--- src/rtl/dtmf_steer_pkg.sv ---
package dtmf_steer_pkg;
    typedef enum logic [2:0] {
        ST_IDLE    = 3'd0,
        ST_QUALIFY = 3'd1,
        ST_SETTLE  = 3'd2,
        ST_HOLD    = 3'd3,
        ST_DROPOUT = 3'd4
    } steer_state_e;
endpackage

--- src/rtl/steer_guard_timer.sv ---
module steer_guard_timer #(
    parameter int CNT_W = 16
) (
    input  logic             clk,
    input  logic             rst,
    input  logic             clr,
    input  logic             inc,
    input  logic [CNT_W-1:0] limit,
    output logic             expired
);
    localparam logic [CNT_W-1:0] CNT_MAX = {CNT_W{1'b1}};

    logic [CNT_W-1:0] cnt;

    always_ff @(posedge clk) begin
        if (rst || clr) begin
            cnt <= '0;
        end else if (inc && cnt != CNT_MAX) begin
            cnt <= cnt + 1'b1;
        end
    end

    assign expired = (cnt >= limit);
endmodule

--- src/rtl/dtmf_steer.sv ---
module dtmf_steer
    import dtmf_steer_pkg::*;
#(
    parameter int GUARD_W    = 16,
    parameter int CODE_W     = 4,
    parameter int SETTLE_CYC = 2
) (
    input  logic               clk,
    input  logic               rst,
    input  logic               tone_raw,
    input  logic [CODE_W-1:0]  digit_in,
    input  logic [GUARD_W-1:0] present_guard,
    input  logic [GUARD_W-1:0] absent_guard,
    input  logic               irq_en,
    output logic [CODE_W-1:0]  digit_out,
    output logic               steer_flag,
    output logic               guard_out,
    output logic               irq_n
);
    localparam logic [GUARD_W-1:0] SETTLE_LIM = GUARD_W'(SETTLE_CYC - 1);

    steer_state_e state_q, state_d;
    logic               tmr_clr, tmr_inc, tmr_exp, latch_en;
    logic [GUARD_W-1:0] tmr_limit;

    steer_guard_timer #(.CNT_W(GUARD_W)) u_timer (
        .clk     (clk),
        .rst     (rst),
        .clr     (tmr_clr),
        .inc     (tmr_inc),
        .limit   (tmr_limit),
        .expired (tmr_exp)
    );

    // Limit for the timer depends on which interval is being timed
    always_comb begin
        unique case (state_q)
            ST_QUALIFY: tmr_limit = present_guard;
            ST_DROPOUT: tmr_limit = absent_guard;
            ST_SETTLE:  tmr_limit = SETTLE_LIM;
            default:    tmr_limit = '0;
        endcase
    end

    // Next-state and timer control
    always_comb begin
        state_d  = state_q;
        tmr_clr  = 1'b0;
        tmr_inc  = 1'b0;
        latch_en = 1'b0;
        unique case (state_q)
            ST_IDLE: begin
                tmr_clr = 1'b1;
                if (tone_raw) state_d = ST_QUALIFY;
            end
            ST_QUALIFY: begin
                if (!tone_raw) begin
                    state_d = ST_IDLE;
                    tmr_clr = 1'b1;
                end else if (tmr_exp) begin
                    state_d  = ST_SETTLE;
                    tmr_clr  = 1'b1;
                    latch_en = 1'b1;
                end else begin
                    tmr_inc = 1'b1;
                end
            end
            ST_SETTLE: begin
                if (tmr_exp) begin
                    state_d = tone_raw ? ST_HOLD : ST_DROPOUT;
                    tmr_clr = 1'b1;
                end else begin
                    tmr_inc = 1'b1;
                end
            end
            ST_HOLD: begin
                tmr_clr = 1'b1;
                if (!tone_raw) state_d = ST_DROPOUT;
            end
            ST_DROPOUT: begin
                if (tone_raw) begin
                    state_d = ST_HOLD;
                    tmr_clr = 1'b1;
                end else if (tmr_exp) begin
                    state_d = ST_IDLE;
                    tmr_clr = 1'b1;
                end else begin
                    tmr_inc = 1'b1;
                end
            end
            default: begin
                state_d = ST_IDLE;
                tmr_clr = 1'b1;
            end
        endcase
    end

    // State register
    always_ff @(posedge clk) begin
        if (rst) state_q <= ST_IDLE;
        else     state_q <= state_d;
    end

    // Output process: code latch and state decode
    always_ff @(posedge clk) begin
        if (rst)           digit_out <= '0;
        else if (latch_en) digit_out <= digit_in;
    end

    always_comb begin
        steer_flag = (state_q == ST_HOLD) || (state_q == ST_DROPOUT);
        guard_out  = (state_q == ST_SETTLE) || (state_q == ST_HOLD);
        irq_n      = ~(irq_en & steer_flag);
    end
endmodule

--- config.mk ---
export PLATFORM = sky130hd
export DESIGN_NAME = dtmf_steer
export DESIGN_NICKNAME = d
export VERILOG_FILES = /design/src/rtl/dtmf_steer_pkg.sv /design/src/rtl/steer_guard_timer.sv /design/src/rtl/dtmf_steer.sv
export SDC_FILE = /design/constraint.sdc
export NUM_CORES = 1
export LEC_CHECK = 0
export ABC_AREA = 1
export BUFFER_PORTS_ARGS = -buffer_cell sky130_fd_sc_hd__buf_4
export CELL_PAD_IN_SITES_DETAIL_PLACEMENT = 1
export CELL_PAD_IN_SITES_GLOBAL_PLACEMENT = 1
export CORE_AREA = 5 5 84 86
export CTS_CLUSTER_SIZE = 14
export DETAILED_ROUTE_END_ITERATION = 8
export DIE_AREA = 0 0 89 91
export PLACE_DENSITY = 0.83
export SYNTH_ARGS = -nofsm -noshare
export SYNTH_HDL_FRONTEND = slang
export SYNTH_HIERARCHICAL = 1
export SYNTH_SLANG_ARGS = --single-unit
export TNS_END_PERCENT = 1
--- constraint.sdc ---
create_clock -name clk -period 3.3 [get_ports clk]
set_input_delay 0.33 -clock clk [delete_from_list [all_inputs] [get_ports clk]]
set_output_delay 0.33 -clock clk [all_outputs]
set_load 0.005 [all_outputs]
; ---- After elaboration in Yosys (flattened, before gate mapping)
; Cells that the tools add are included.
; Widths: inputs -> output; s select.
[totals]
register_bits = 23
input_bits = 40
out_inout_bits = 7
word_cells = 43
[classes]
add_sub_neg = 1
n_lt_le_gt_ge = 1
n_eq_ne = 10
mux = 20
bitwise_logic = 2
n_reduce_logical = 6
[op_table]
columns = op, count
row1 = $pmux 16 s3, 1
row2 = $mux 3, 8
row3 = $add 16x1->16 const B, 1
row4 = $ge 16x16->1, 1
row5 = $ne 16x16->1 const B, 1
row6 = $pmux 3 s5, 1
row7 = $mux 1, 8
row8 = $eq 3x2->1 const B, 2
row9 = $ne 2x2->1 const B, 3
row10 = $ne 3x3->1 const B, 2
row11 = $pmux 1 s3, 2
row12 = $reduce_and 5->1, 1
row13 = $eq 3x1->1 const B, 1
row14 = $eq 3x3->1 const B, 1
row15 = $logic_not 3->1, 1
row16 = $logic_or 1x1->1, 3
row17 = $and 1x1->1, 1
row18 = $logic_and 1x1->1, 1
row19 = $not 1->1, 1

; ---- Longest topological paths before layout
[depth]
depth_word = 7
ltp_mapped = 29
depth_no_buf = 27

; ---- Cells and area by module
; The synthesis kept the hierarchy.
[by_module_without_submodules]
columns = module, instances, cells_per_inst, area_per_inst_um2, seq_area_each_um2
row1 = steer_guard_timer, 1, 219, 1366.3, 320.3
row2 = dtmf_steer, 1, 88, 658.1, 140.1

; ---- Worst setup path after synthesis
; OpenSTA, ideal clock, no wires.
[synth_path]
path_kind = register -> register
startpoint = reg state_q[1]
endpoint = reg u_timer.cnt[9]
setup_time_ns = 0.115
arrival_time_ns = 2.968
required_ns = 3.185
setup_slack_ns = 0.217
stages_incl_launch_ff = 27
n_path_buf = 2
period_less_slack_ns = 3.083
path_cell_list = dfxtp_1 -> buf_4 -> inv_1 -> nand3_4 -> inv_2 -> buf_6 -> a22o_1 -> inv_1 -> ha_1 -> nand2_1 -> inv_1 -> nand3_1 -> inv_1 -> a21oi_1 -> nand2_1 -> inv_1 -> nand2_1 -> nor2_4 -> nor3_2 -> inv_1 -> nand2_1 -> nor2_2 -> nand3_1 -> nor2_1 -> nand3_1 -> nand2_1 -> nor2_1
[synth_via]
elab_chain_cells = 7
elab_cells_between_ends = 15
classes_between = order compare: 1 / eq/ne: 3 / mux: 9 / reduce/logical: 2
[synth_lines]
columns = item, line
row1 = from (decl), dtmf_steer.sv:22  ; steer_state_e state_q, state_d;
row2 = from (signal assigned), dtmf_steer.sv:101  ; else state_q <= state_d;
row3 = "$eq 3x2->1, or another cell as far along", dtmf_steer.sv:37  ; unique case (state_q)
row4 = $pmux 16 s3 (*), dtmf_steer.sv:37
row5 = named net tmr_limit[15], dtmf_steer.sv:24  ; logic [GUARD_W-1:0] tmr_limit;
row6 = $ge 16x16->1 (*), steer_guard_timer.sv:23  ; assign expired = (cnt >= limit);
row7 = named net tmr_exp, dtmf_steer.sv:23  ; logic tmr_clr, tmr_inc, tmr_exp, latch_en;
row8 = $mux 1 (*), "dtmf_steer.sv:60, dtmf_steer.sv:69, dtmf_steer.sv:84"
row9 = "$mux 1, on equally long branches", "dtmf_steer.sv:81, dtmf_steer.sv:57"
row10 = $pmux 1 s3 (*), dtmf_steer.sv:51  ; unique case (state_q)
row11 = named net tmr_clr, dtmf_steer.sv:23
row12 = $logic_or 1x1->1 (*), steer_guard_timer.sv:16  ; if (rst || clr) begin
row13 = to (signal assigned), steer_guard_timer.sv:19  ; cnt <= cnt + 1'b1;
row14 = to (decl), steer_guard_timer.sv:13  ; logic [CNT_W-1:0] cnt;
; The timed path passes the listed nets; every way through them passes the cells marked *.
; A chain may end at the register's enable or synchronous reset.

; ---- Final worst setup path
[layout_path]
startpoint = reg state_q[0]
endpoint = reg u_timer.cnt[12]
; Same word-level chain as after synthesis.

==> flow_metrics.tcl <==
set metrics [dict create \
    critical_path.reg2reg.startpoint "state_q[0]$_SDFFE_PP0P_" \
    reg2regPathDepth 19 \
    diodes 0 \
    synth_largest_area_cell "dfxtp_1" \
    drt_iter0_markers 58 \
    place_hpwl_mm 4.97 \
    run_status "completed" \
    worst_case_clock_buffer_depth 2 \
    detailed_routing_wirelength_on_met1_mm 2.58 \
    worst-path-max-fanout 16 \
    dr.pass1.iters 4 \
    synth.top_cell.area_share_pct 22.7 \
    grt_max_degree 18 \
    cts_tree "yes" \
    ys_seq_elements 23 \
    number_of_antenna_violations_at_the_first_check_in_global_routing 0 \
    total_clock_buffers_created_by_cts 3 \
    worstPathArrival_ps 3280 \
    grt_pass1_vias 2402 \
    first_pass_grt_wire_length_mm 10.4 \
    min_from "rst" \
    syn2layout_area_growth_pct 41.3 \
    syn-instance-count 307 \
    setup.worst_path.start "state_q[0]$_SDFFE_PP0P_" \
    setup_total_negative_slack_ps 0 \
    routability_congestion_estimate 0.822 \
    hold_viol_final 0 \
    setup_viol_count_final 0 \
    drc 0 \
    clkSlewWorstSetupHoldPaths_ps 90 \
    syn-cell-area_um2 2020 \
    drt-wirelength-per-cell_um 14.7 \
    route.met2.wl_mm 3.77 \
    placed_cell_area_um2 2570 \
    min-delay-path-class "input pin to register" \
    synth.top_cells.by_count "nand2_1, nor2_1, inv_1" \
    power_density_nw_per_um2 496 \
    yosys_most_used_dff "dfxtp_1" \
    critPathRequiredTime_ps 3510 \
    synth_enable_flop_cells 0 \
    whs_path_depth 2 \
    slew_headroom_pct 53.7 \
    timing.clock.skew_ps 6.22 \
    clock_insertion_delay_worst_skew_ps 270 \
    viasPerCell 5.06 \
    ctsRootBufferMaster "clkbuf_8" \
    total_wirelength_of_the_detailed_routed_design_mm 6.70 \
    synth_area_per_cell_um2 6.59 \
    max_clock_freq_mhz 326 \
    count_of_hold_buffers_inserted_by_post_cts_repair 0 \
    worstSetupPathType "register to register" \
    synth.most_common_cell "nand2_1" \
    vdd.ir_drop.worst_mv 0.328 \
    timing.final.max_slew_violations 0 \
    power.leakage_nw 1.27 \
    initial_core_util_pct 32.6 \
    drive_gt1_share_pct 36.1 \
    fin_nets 437 \
    stdcell_area_um2 2860 \
    worst_setup_path_end_kind "register" \
    final_period_minus_worst_setup_slack_ps 3070 \
    maxCapViolations 0 \
    setup.worst_path.start_class "register" \
    synth.distinct_cells 30 \
    grt_overflow 0 \
    synth_seq_area_share_pct 22.7 \
    chipWidth_um 89 \
    yosys-top-cells-area "dfxtp_1, nand2_1, ha_1, nor2_1, inv_1" \
    worst-slew-pin-transition_ps 693 \
    die_y_um 91 \
    antenna_left 0 \
    met3RoutedLength_um 227 \
    boundaryPins 47 \
    core_region_area_um2 6200 \
    globalRouteTotalUtil_pct 15.6 \
    yosys_warnings 6 \
    htree_levels 1 \
    postSynth.asyncResetShare_pct 0 \
    cts_num_sinks 23 \
    detailroute.via_count 2307 \
    numPortBuffers 46 \
    die-area_um2 8100 \
    final_min_period_over_clock_period_pct 93.1 \
    num_rows 29 \
    dr.max_layer_used "met4" \
    synthesized_net_count 364 \
]
==> critical path, stage by stage (launching register included) <==
cell,delay [ps]
dfxtp_4,370
nor2_4,140
nand2_4,120
inv_6,110
a22o_1,140
inv_1,40
ha_1,310
nand2_1,80
inv_1,40
nor3_1,150
nand2_1,70
nand2_1,70
nand2_2,70
inv_2,110
nand2_2,80
nor2_4,130
nor3_4,70
nor2_2,560
o21ai_0,220
nor2_1,120
==> power by group <==
group	switching, mW	total [mW]	internal [mW]
sequential	0.0307	0.335	0.304
clock	0.0943	0.179	0.0844
combinational	0.486	0.904	0.418
==> stage by stage <==
step	total power, mW	setup WS (ps)	std cells	util [%]	hold WS (ps)
2_1_floorplan	0.788	217	307	-	392
3_3_place_gp	1.06	-54.9	445	41.4	494
3_5_place_dp	1.10	-322	445	41.4	506
4_1_cts	1.30	12.5	449	42.5	224
5_1_grt	1.55	-75.4	456	46.1	229
6_report	1.42	229	456	46.1	243
==> layer usage <==
layer,up-vias,GRT usage (%)
li1,1150,-
met1,1098,16.6
met2,50,31.3
met3,9,2.44
met4,0,2.98
met5,-,0
==> state kept, by name, indices dropped and copies added (netlist names) <==
| name | count |
|---|---|
| u_timer/cnt | 16 |
| digit_out | 4 |
| state_q | 3 |
==> final timing paths <==
| check | end | slack, ps |
|---|---|---|
| setup / recovery | u_timer/cnt[12]$_SDFFE_PP0P_ | 230 |
| hold / removal | state_q[0]$_SDFFE_PP0P_ | 240 |
| setup reg to reg | u_timer/cnt[12]$_SDFFE_PP0P_ | 230 |
| hold reg to reg | digit_out[1]$_SDFFE_PP0P_ | 530 |
==> cells in the final DEF, fill, tap and decap left out, types with 3 or more instances in the layout <==
master     n
inv_2      7
buf_4     71
nand3_2    5
nor2_2     5
dfxtp_1   20
a21oi_1   18
nor2_4    12
inv_1     34
nor3_1     3
nand3_1   21
clkbuf_8   3
nor2_1    45
a22o_1    15
nand2_1   59
dfxtp_4    3
ha_4       4
nand2_2    8
o21ai_0    7
inv_4      3
a21oi_2    4
ha_1      13
==> logic make-up (layout without fill, tap and decap cells) <==
logic type,after synthesis,in the layout,synth area share [%]
fa+ha+maj,17,17,10.5
simple gates,167,167,40.2
buf+inv,51,123,10.9
compound gates,48,48,15.2
xor+xnor,1,1,0.433
flops,23,23,22.7
==> area by class of cell <==
class,instances,area [µm²]
clock buffers,3,41.3
clock inverters,1,5.00
fillers,807,3340
inverters,46,200
multi-input cells,233,1490
flip-flops and latches,23,472
well taps,77,96.3
repair buffers,72,544
repair inverters,1,8.76
==> repair_timing <==
item	in CTS	in global routing
endpoints found under the setup margin	16	16
gates cloned	0	1
buffers inserted	0	7
pin swaps	0	18
gates resized for setup	8	46
Note: power is estimated with default switching activity, not from simulation.
